==> config.mk <==
export PLATFORM = sky130hd
export DESIGN_NAME = spi_hold_frontend
export DESIGN_NICKNAME = d
export VERILOG_FILES = /design/src/rtl/spi_hold_pkg.sv /design/src/rtl/spi_sync.sv /design/src/rtl/spi_hold_ctrl.sv /design/src/rtl/spi_shifter.sv /design/src/rtl/spi_hold_frontend.sv
export SDC_FILE = /design/constraint.sdc
export NUM_CORES = 1
export LEC_CHECK = 0
export BUFFER_PORTS_ARGS = -buffer_cell sky130_fd_sc_hd__buf_2
export CAP_MARGIN = 40
export CORE_ASPECT_RATIO = 0.6
export CORE_MARGIN = 4
export CORE_UTILIZATION = 40
export DETAILED_ROUTE_END_ITERATION = 10
export PLACE_DENSITY = 0.61
export REMOVE_ABC_BUFFERS = 1
export SLEW_MARGIN = 20
export SYNTH_ARGS = -nofsm -noshare
export SYNTH_HDL_FRONTEND = slang
export SYNTH_SLANG_ARGS = --single-unit
==> constraint.sdc <==
create_clock -name clk_i -period 2.2 [get_ports clk_i]
set_input_delay 0 -clock clk_i [delete_from_list [all_inputs] [get_ports clk_i]]
set_output_delay 0 -clock clk_i [all_outputs]
set_load 0.02 [all_outputs]
==> src/rtl/spi_hold_pkg.sv <==
package spi_hold_pkg;
  localparam int unsigned BYTE_W = 8;
  localparam int unsigned CNT_W  = $clog2(BYTE_W);

  localparam logic [BYTE_W-1:0] OP_WREN = 8'h06;
  localparam logic [BYTE_W-1:0] OP_WRDI = 8'h04;
  localparam logic [BYTE_W-1:0] OP_RDSR = 8'h05;
  localparam logic [BYTE_W-1:0] OP_WRSR = 8'h01;

  localparam int unsigned ST_WIP  = 0;
  localparam int unsigned ST_WEL  = 1;
  localparam int unsigned ST_PB_A = 2;
  localparam int unsigned ST_PB_B = 3;
  localparam int unsigned ST_LOCK = 7;

  typedef enum logic [1:0] {C_OPCODE, C_RDSR, C_WRSR, C_SKIP} cmd_state_e;
endpackage

==> src/rtl/spi_sync.sv <==
module spi_sync #(
  parameter int unsigned W = 4,
  parameter logic [W-1:0] RST_VAL = '0
) (
  input  logic         clk_i,
  input  logic         rst_ni,
  input  logic [W-1:0] d_i,
  output logic [W-1:0] q_o
);
  logic [W-1:0] s0_q, s1_q;

  always_ff @(posedge clk_i or negedge rst_ni) begin
    if (!rst_ni) begin
      s0_q <= RST_VAL;
      s1_q <= RST_VAL;
    end else begin
      s0_q <= d_i;
      s1_q <= s0_q;
    end
  end

  assign q_o = s1_q;
endmodule

==> src/rtl/spi_hold_ctrl.sv <==
module spi_hold_ctrl (
  input  logic clk_i,
  input  logic rst_ni,
  input  logic csn_s_i,
  input  logic sck_s_i,
  input  logic holdn_s_i,
  output logic sel_o,
  output logic hold_o,
  output logic rise_o,
  output logic fall_o
);
  logic csn_d_q, sck_d_q, sel_q, hold_q;

  always_ff @(posedge clk_i or negedge rst_ni) begin
    if (!rst_ni) begin
      csn_d_q <= 1'b0; // low at reset: a held-low select never looks like a fall
      sck_d_q <= 1'b0;
      sel_q   <= 1'b0;
      hold_q  <= 1'b0;
    end else begin
      csn_d_q <= csn_s_i;
      sck_d_q <= sck_s_i;
      if (csn_s_i)                 sel_q <= 1'b0;
      else if (csn_d_q)            sel_q <= 1'b1;
      if (!sel_q || csn_s_i)       hold_q <= 1'b0;
      else if (!sck_s_i)           hold_q <= ~holdn_s_i;
    end
  end

  logic active;
  assign active = sel_q & ~hold_q & ~csn_s_i;
  assign rise_o = active &  sck_s_i & ~sck_d_q;
  assign fall_o = active & ~sck_s_i &  sck_d_q;
  assign sel_o  = sel_q;
  assign hold_o = hold_q;

  AST_NO_ENTRY_SCK_HIGH: assert property (@(posedge clk_i) disable iff (!rst_ni)
    (!hold_q && sck_s_i) |=> !hold_q);
  AST_NO_EXIT_SCK_HIGH: assert property (@(posedge clk_i) disable iff (!rst_ni)
    (hold_q && sck_s_i && !csn_s_i) |=> hold_q);
  AST_NO_HOLD_DESEL: assert property (@(posedge clk_i) disable iff (!rst_ni)
    csn_s_i |=> !hold_q);
endmodule

==> src/rtl/spi_shifter.sv <==
module spi_shifter
  import spi_hold_pkg::*;
(
  input  logic              clk_i,
  input  logic              rst_ni,
  input  logic              sel_i,
  input  logic              hold_i,
  input  logic              rise_i,
  input  logic              fall_i,
  input  logic              mosi_i,
  input  logic              load_i,
  input  logic [BYTE_W-1:0] load_byte_i,
  output logic              rx_valid_o,
  output logic [BYTE_W-1:0] rx_byte_o,
  output logic [CNT_W-1:0]  cnt_o,
  output logic              miso_o
);
  localparam logic [CNT_W-1:0] LAST = CNT_W'(BYTE_W - 1);

  logic [CNT_W-1:0]  cnt_q;
  logic [BYTE_W-2:0] rx_sr_q;
  logic [BYTE_W-1:0] rx_byte_q, tx_sr_q;
  logic              rx_valid_q;

  always_ff @(posedge clk_i or negedge rst_ni) begin
    if (!rst_ni) begin
      cnt_q      <= '0;
      rx_sr_q    <= '0;
      rx_byte_q  <= '0;
      rx_valid_q <= 1'b0;
      tx_sr_q    <= '0;
    end else begin
      rx_valid_q <= 1'b0;
      if (!sel_i) begin
        cnt_q <= '0;
      end else if (rise_i) begin
        if (cnt_q == LAST) begin
          cnt_q      <= '0;
          rx_byte_q  <= {rx_sr_q, mosi_i};
          rx_valid_q <= 1'b1;
        end else begin
          cnt_q   <= cnt_q + 1'b1;
          rx_sr_q <= {rx_sr_q[BYTE_W-3:0], mosi_i};
        end
      end
      // no shift on the fall that closes a byte: the next byte's MSB must stay
      if (load_i)                       tx_sr_q <= load_byte_i;
      else if (fall_i && cnt_q != '0)   tx_sr_q <= {tx_sr_q[BYTE_W-2:0], 1'b0};
    end
  end

  assign rx_valid_o = rx_valid_q;
  assign rx_byte_o  = rx_byte_q;
  assign cnt_o      = cnt_q;
  assign miso_o     = tx_sr_q[BYTE_W-1];

  AST_CNT_FROZEN_IN_HOLD: assert property (@(posedge clk_i) disable iff (!rst_ni)
    (hold_i && sel_i) |=> $stable(cnt_q));
  AST_DESEL_CNT_ZERO: assert property (@(posedge clk_i) disable iff (!rst_ni)
    !sel_i |=> (cnt_q == '0));
endmodule

==> src/rtl/spi_hold_frontend.sv <==
module spi_hold_frontend
  import spi_hold_pkg::*;
(
  input  logic              clk_i,
  input  logic              rst_ni,
  input  logic              csn_i,
  input  logic              sck_i,
  input  logic              mosi_i,
  input  logic              holdn_i,
  input  logic              busy_i,
  output logic              miso_o,
  output logic              miso_oe_o,
  output logic              rx_valid_o,
  output logic [BYTE_W-1:0] rx_byte_o,
  output logic [CNT_W-1:0]  bit_cnt_o,
  output logic              hold_o
);
  logic csn_s, sck_s, mosi_s, holdn_s;
  logic sel, hold, rise, fall, load;
  logic [BYTE_W-1:0] status_w;
  cmd_state_e cmd_q;
  logic wel_q, wip_q;
  logic [2:0] prot_q; // {lock, pb_b, pb_a}; no reset, survives power-on reset

  spi_sync #(.W(4), .RST_VAL(4'b1000)) u_sync (
    .clk_i (clk_i),
    .rst_ni(rst_ni),
    .d_i   ({holdn_i, mosi_i, sck_i, csn_i}),
    .q_o   ({holdn_s, mosi_s, sck_s, csn_s})
  );

  spi_hold_ctrl u_hold (
    .clk_i    (clk_i),
    .rst_ni   (rst_ni),
    .csn_s_i  (csn_s),
    .sck_s_i  (sck_s),
    .holdn_s_i(holdn_s),
    .sel_o    (sel),
    .hold_o   (hold),
    .rise_o   (rise),
    .fall_o   (fall)
  );

  spi_shifter u_shift (
    .clk_i      (clk_i),
    .rst_ni     (rst_ni),
    .sel_i      (sel),
    .hold_i     (hold),
    .rise_i     (rise),
    .fall_i     (fall),
    .mosi_i     (mosi_s),
    .load_i     (load),
    .load_byte_i(status_w),
    .rx_valid_o (rx_valid_o),
    .rx_byte_o  (rx_byte_o),
    .cnt_o      (bit_cnt_o),
    .miso_o     (miso_o)
  );

  always_comb begin
    status_w          = '0;
    status_w[ST_WIP]  = wip_q;
    status_w[ST_WEL]  = wel_q;
    status_w[ST_PB_A] = prot_q[0];
    status_w[ST_PB_B] = prot_q[1];
    status_w[ST_LOCK] = prot_q[2];
  end

  logic byte_in;
  assign byte_in = rx_valid_o & sel;
  assign load    = byte_in & ((cmd_q == C_OPCODE && rx_byte_o == OP_RDSR) || cmd_q == C_RDSR);

  always_ff @(posedge clk_i or negedge rst_ni) begin
    if (!rst_ni) begin
      cmd_q <= C_OPCODE;
      wel_q <= 1'b0;
      wip_q <= 1'b0;
    end else begin
      wip_q <= busy_i;
      if (!sel) begin
        cmd_q <= C_OPCODE;
      end else if (byte_in) begin
        unique case (cmd_q)
          C_OPCODE: begin
            cmd_q <= C_SKIP;
            if (rx_byte_o == OP_WREN) wel_q <= 1'b1;
            if (rx_byte_o == OP_WRDI) wel_q <= 1'b0;
            if (rx_byte_o == OP_RDSR) cmd_q <= C_RDSR;
            if (rx_byte_o == OP_WRSR && wel_q) cmd_q <= C_WRSR;
          end
          C_WRSR: begin
            wel_q <= 1'b0;
            cmd_q <= C_SKIP;
          end
          default: ;
        endcase
      end
    end
  end

  always_ff @(posedge clk_i) begin
    if (byte_in && cmd_q == C_WRSR)
      prot_q <= {rx_byte_o[ST_LOCK], rx_byte_o[ST_PB_B], rx_byte_o[ST_PB_A]};
  end

  assign miso_oe_o = sel & ~hold & (cmd_q == C_RDSR);
  assign hold_o    = hold;

  AST_RX_ONLY_SELECTED: assert property (@(posedge clk_i) disable iff (!rst_ni)
    $rose(rx_valid_o) |-> $past(sel));
  AST_WEL_DROPS_AFTER_WRSR: assert property (@(posedge clk_i) disable iff (!rst_ni)
    (byte_in && cmd_q == C_WRSR) |=> !wel_q);
endmodule

==> impl_metrics.env <==
export IMPL_rsz0062_at_grt="false"
export IMPL_port_buffers=21
export IMPL_wl_per_cell_um=14.62
export IMPL_finalHoldViolCount=0
export IMPL_grtUsageTotal=0.1324
export IMPL_drv_slew=0
export IMPL_antenna_found_initial=0
export IMPL_cp_top_family="simple AND/OR/NAND/NOR gates"
export IMPL_finalSetupTns_ps=0
export IMPL_coreArea_sq_um=4279
export IMPL_fin_nets=172
export IMPL_drive_gt1_frac=0.3804
export IMPL_antenna_left=0
export IMPL_start_kind="flip-flop"
export IMPL_yosys_mux_area_fraction=0.1677
export IMPL_postCtsResizedCells=0
export IMPL_critPathCaptureType="flip-flop"
export IMPL_fill_cells=390
export IMPL_ys_ff_latch=46
export IMPL_final_util=0.5178
export IMPL_final_cell_mix="41 x dfrtp_1, 23 x mux2_2, 21 x buf_2"
export IMPL_cts_root_buf="clkbuf_8"
export IMPL_fin_crit_sh=0.8469
export IMPL_insertedDiodeCount=0
export IMPL_setup_ws_ps=336.8
export IMPL_hp_class="input pin to asynchronous set/reset pin"
export IMPL_synth_compound_area_frac=0.02648
export IMPL_vias_per_cell=4.789
export IMPL_synthXorXnorAreaFrac=0
export IMPL_rows=18
export IMPL_globalRouteMet3Util=0.04089
export IMPL_setup_viol=0
export IMPL_tightestPinTransition_ps=475.6
export IMPL_finalClockSkew_ps=6.337
export IMPL_routed_wl_um=3261
export IMPL_drt_iter0_drc=41
export IMPL_design_area_sq_um=2216
export IMPL_place_gp_congestion=0.7398
export IMPL_grt_pass1_wl_um=5713
export IMPL_worstSetupPathType="flip-flop to flip-flop"
export IMPL_crit_buf_inv=0
export IMPL_die_w_um=95.63
export IMPL_holdBufCountCts=6
export IMPL_critPathSlowestCell="dfrtp_1"
export IMPL_cp_arrival_ps=2050
export IMPL_status="completed"
export IMPL_synth_cells=128
export IMPL_clkSlewWorstSetupHoldPaths_ps=80
export IMPL_yosys_warnings=0
export IMPL_timing_fmax_mhz=536.7
export IMPL_syn_area_sq_um=1843
export IMPL_start_util=0.4307
export IMPL_remaining_drc_errors=0
export IMPL_yosys_area_share_simple=0.1344
export IMPL_syn2layout_area_growth_pct=20.23
export IMPL_met2_usage=0.1976
export IMPL_synth_fa_ha_area_frac=0.02037
export IMPL_cts_sinks=46
export IMPL_dieArea_sq_um=5793
export IMPL_period_needed_ps=1863
export IMPL_crit_fanout=8
export IMPL_synth_distinct_cells=29
export IMPL_final_common_cell="dfrtp_1"
export IMPL_top_usage_layer="met2"
export IMPL_place_ws_ps=330.9
export IMPL_slew_headroom=0.6829
export IMPL_path_cells="nor4b_4 -> a31oi_1 -> nor3_4 -> mux2_2"
export IMPL_synth_top_family_by_area="multiplexers"
export IMPL_cts_setup_buffers=0
export IMPL_cts_tree="yes"
export IMPL_firstDrtPassIters=4
export IMPL_cts_buffers=5
export IMPL_cts_buffer_depth=2
export IMPL_power_density_nw_per_um2=722.1
export IMPL_h_tree_depth=2
export IMPL_die_h_um=60.58
export IMPL_syn_avg_cell_area_sq_um=14.40
export IMPL_use_met1=0.1827
export IMPL_max_stage_delay_ps=470
export IMPL_ys_seq_area_frac=0.6341
export IMPL_drv_cap=0
export IMPL_vdd_drop_max_uv=318.2
export IMPL_dp_hpwl_um=2357
export IMPL_placed_area_sq_um=2046
export IMPL_first_global_vias=1136
export IMPL_vias=1068
export IMPL_io_pins=22
export IMPL_clk_latency_ps=300
export IMPL_p_leak_nw=1.133
export IMPL_grt_ovfl_total=0
export IMPL_grt_max_degree=26
export IMPL_required_ps=2390
cell type report:
cell class | instances | area [sq um] | area share
Clock inverter | 2 | 37.54 | 0.01694
Sequential cell | 46 | 1169 | 0.5274
Clock buffer | 6 | 72.57 | 0.03275
Tap cell | 60 | 75.07 | 0.03388
Timing Repair Buffer | 28 | 192.7 | 0.08696
Inverter | 7 | 26.28 | 0.01186
Multi-Input combinational cell | 74 | 643.1 | 0.2902
cells in the mapped netlist, drive strengths merged:
| library cell | instances | area share |
|---|---|---|
| o31ai | 1 | 0.0041 |
| mux2 | 23 | 0.14 |
| nand4 | 1 | 0.0034 |
| nand4b | 1 | 0.013 |
| dfstp | 2 | 0.029 |
| nor4b | 3 | 0.022 |
| nor2 | 11 | 0.024 |
| nand3b | 1 | 0.0041 |
| dfrtp | 41 | 0.56 |
| a21oi | 2 | 0.0054 |
| edfxtp | 3 | 0.049 |
| nor3b | 1 | 0.010 |
| o21ai | 2 | 0.0054 |
| mux2i | 5 | 0.027 |
| inv | 7 | 0.014 |
| a31oi | 2 | 0.0068 |
| o2bb2ai | 1 | 0.0048 |
| buf | 1 | 0.0027 |
| nor3 | 5 | 0.022 |
| nand3 | 1 | 0.0027 |
| nand2 | 8 | 0.020 |
| and3b | 1 | 0.0054 |
| nand2b | 2 | 0.0068 |
| ha | 3 | 0.020 |
state kept, by name, indices dropped and copies added (netlist names), 2 cells and up:
| signal | flops |
|---|---|
| u_shift.rx_sr_q | 7 |
| u_sync.s0_q | 4 |
| u_shift.tx_sr_q | 8 |
| prot_q | 3 |
| u_shift.rx_byte_o | 8 |
| u_shift.cnt_o | 3 |
| u_sync.q_o | 4 |
| cmd_q | 2 |
per-layer routing:
layer	share of wire	vias up	routed length (um)
met5	0	-	0
met4	0.011	0	37
met3	0.039	4	127
met2	0.44	21	1442
met1	0.51	530	1654
li1	-	513	-
kinds of logic after synthesis:
family / Yosys count
multiplexers: 28
flip-flops: 46
AO/OA/AOI/OAI: 8
buffers and inverters: 8
adder cells (fa/ha/maj): 3
AND/OR/NAND/NOR: 35
metrics by stage:
stage                     hold slack [ps]  instances  power, mW
after floorplan                    -295.6        127     0.9518
after global placement              105.3        208     0.9809
after detailed placement           -15.74        209     0.9936
after CTS                           189.9        223      1.622
after global routing                225.8        223      1.668
final                               183.2        223      1.600
power breakdown:
| group | switching, mW | internal, mW |
|---|---|---|
| clock | 0.279 | 0.339 |
| sequential | 0.0237 | 0.885 |
| combinational | 0.0347 | 0.0385 |
final timing paths:
kind / cells after the start / slack, ps / start / end
max: 4 / 340 / u_shift.rx_byte_o[3] / u_shift.tx_sr_q[1]
min: 2 / 180 / rst_ni / u_sync.q_o[2]
max reg2reg: 4 / 340 / u_shift.rx_byte_o[3] / u_shift.tx_sr_q[1]
min reg2reg: 0 / 350 / u_sync.s0_q[2] / u_sync.q_o[2]
max in group asynchronous: 3 / 1460 / rst_ni / u_sync.q_o[3]
min in group clk_i: 2 / 340 / mosi_i / u_sync.s0_q[2]
No activity file was read; power rests on OpenSTA's default activity.
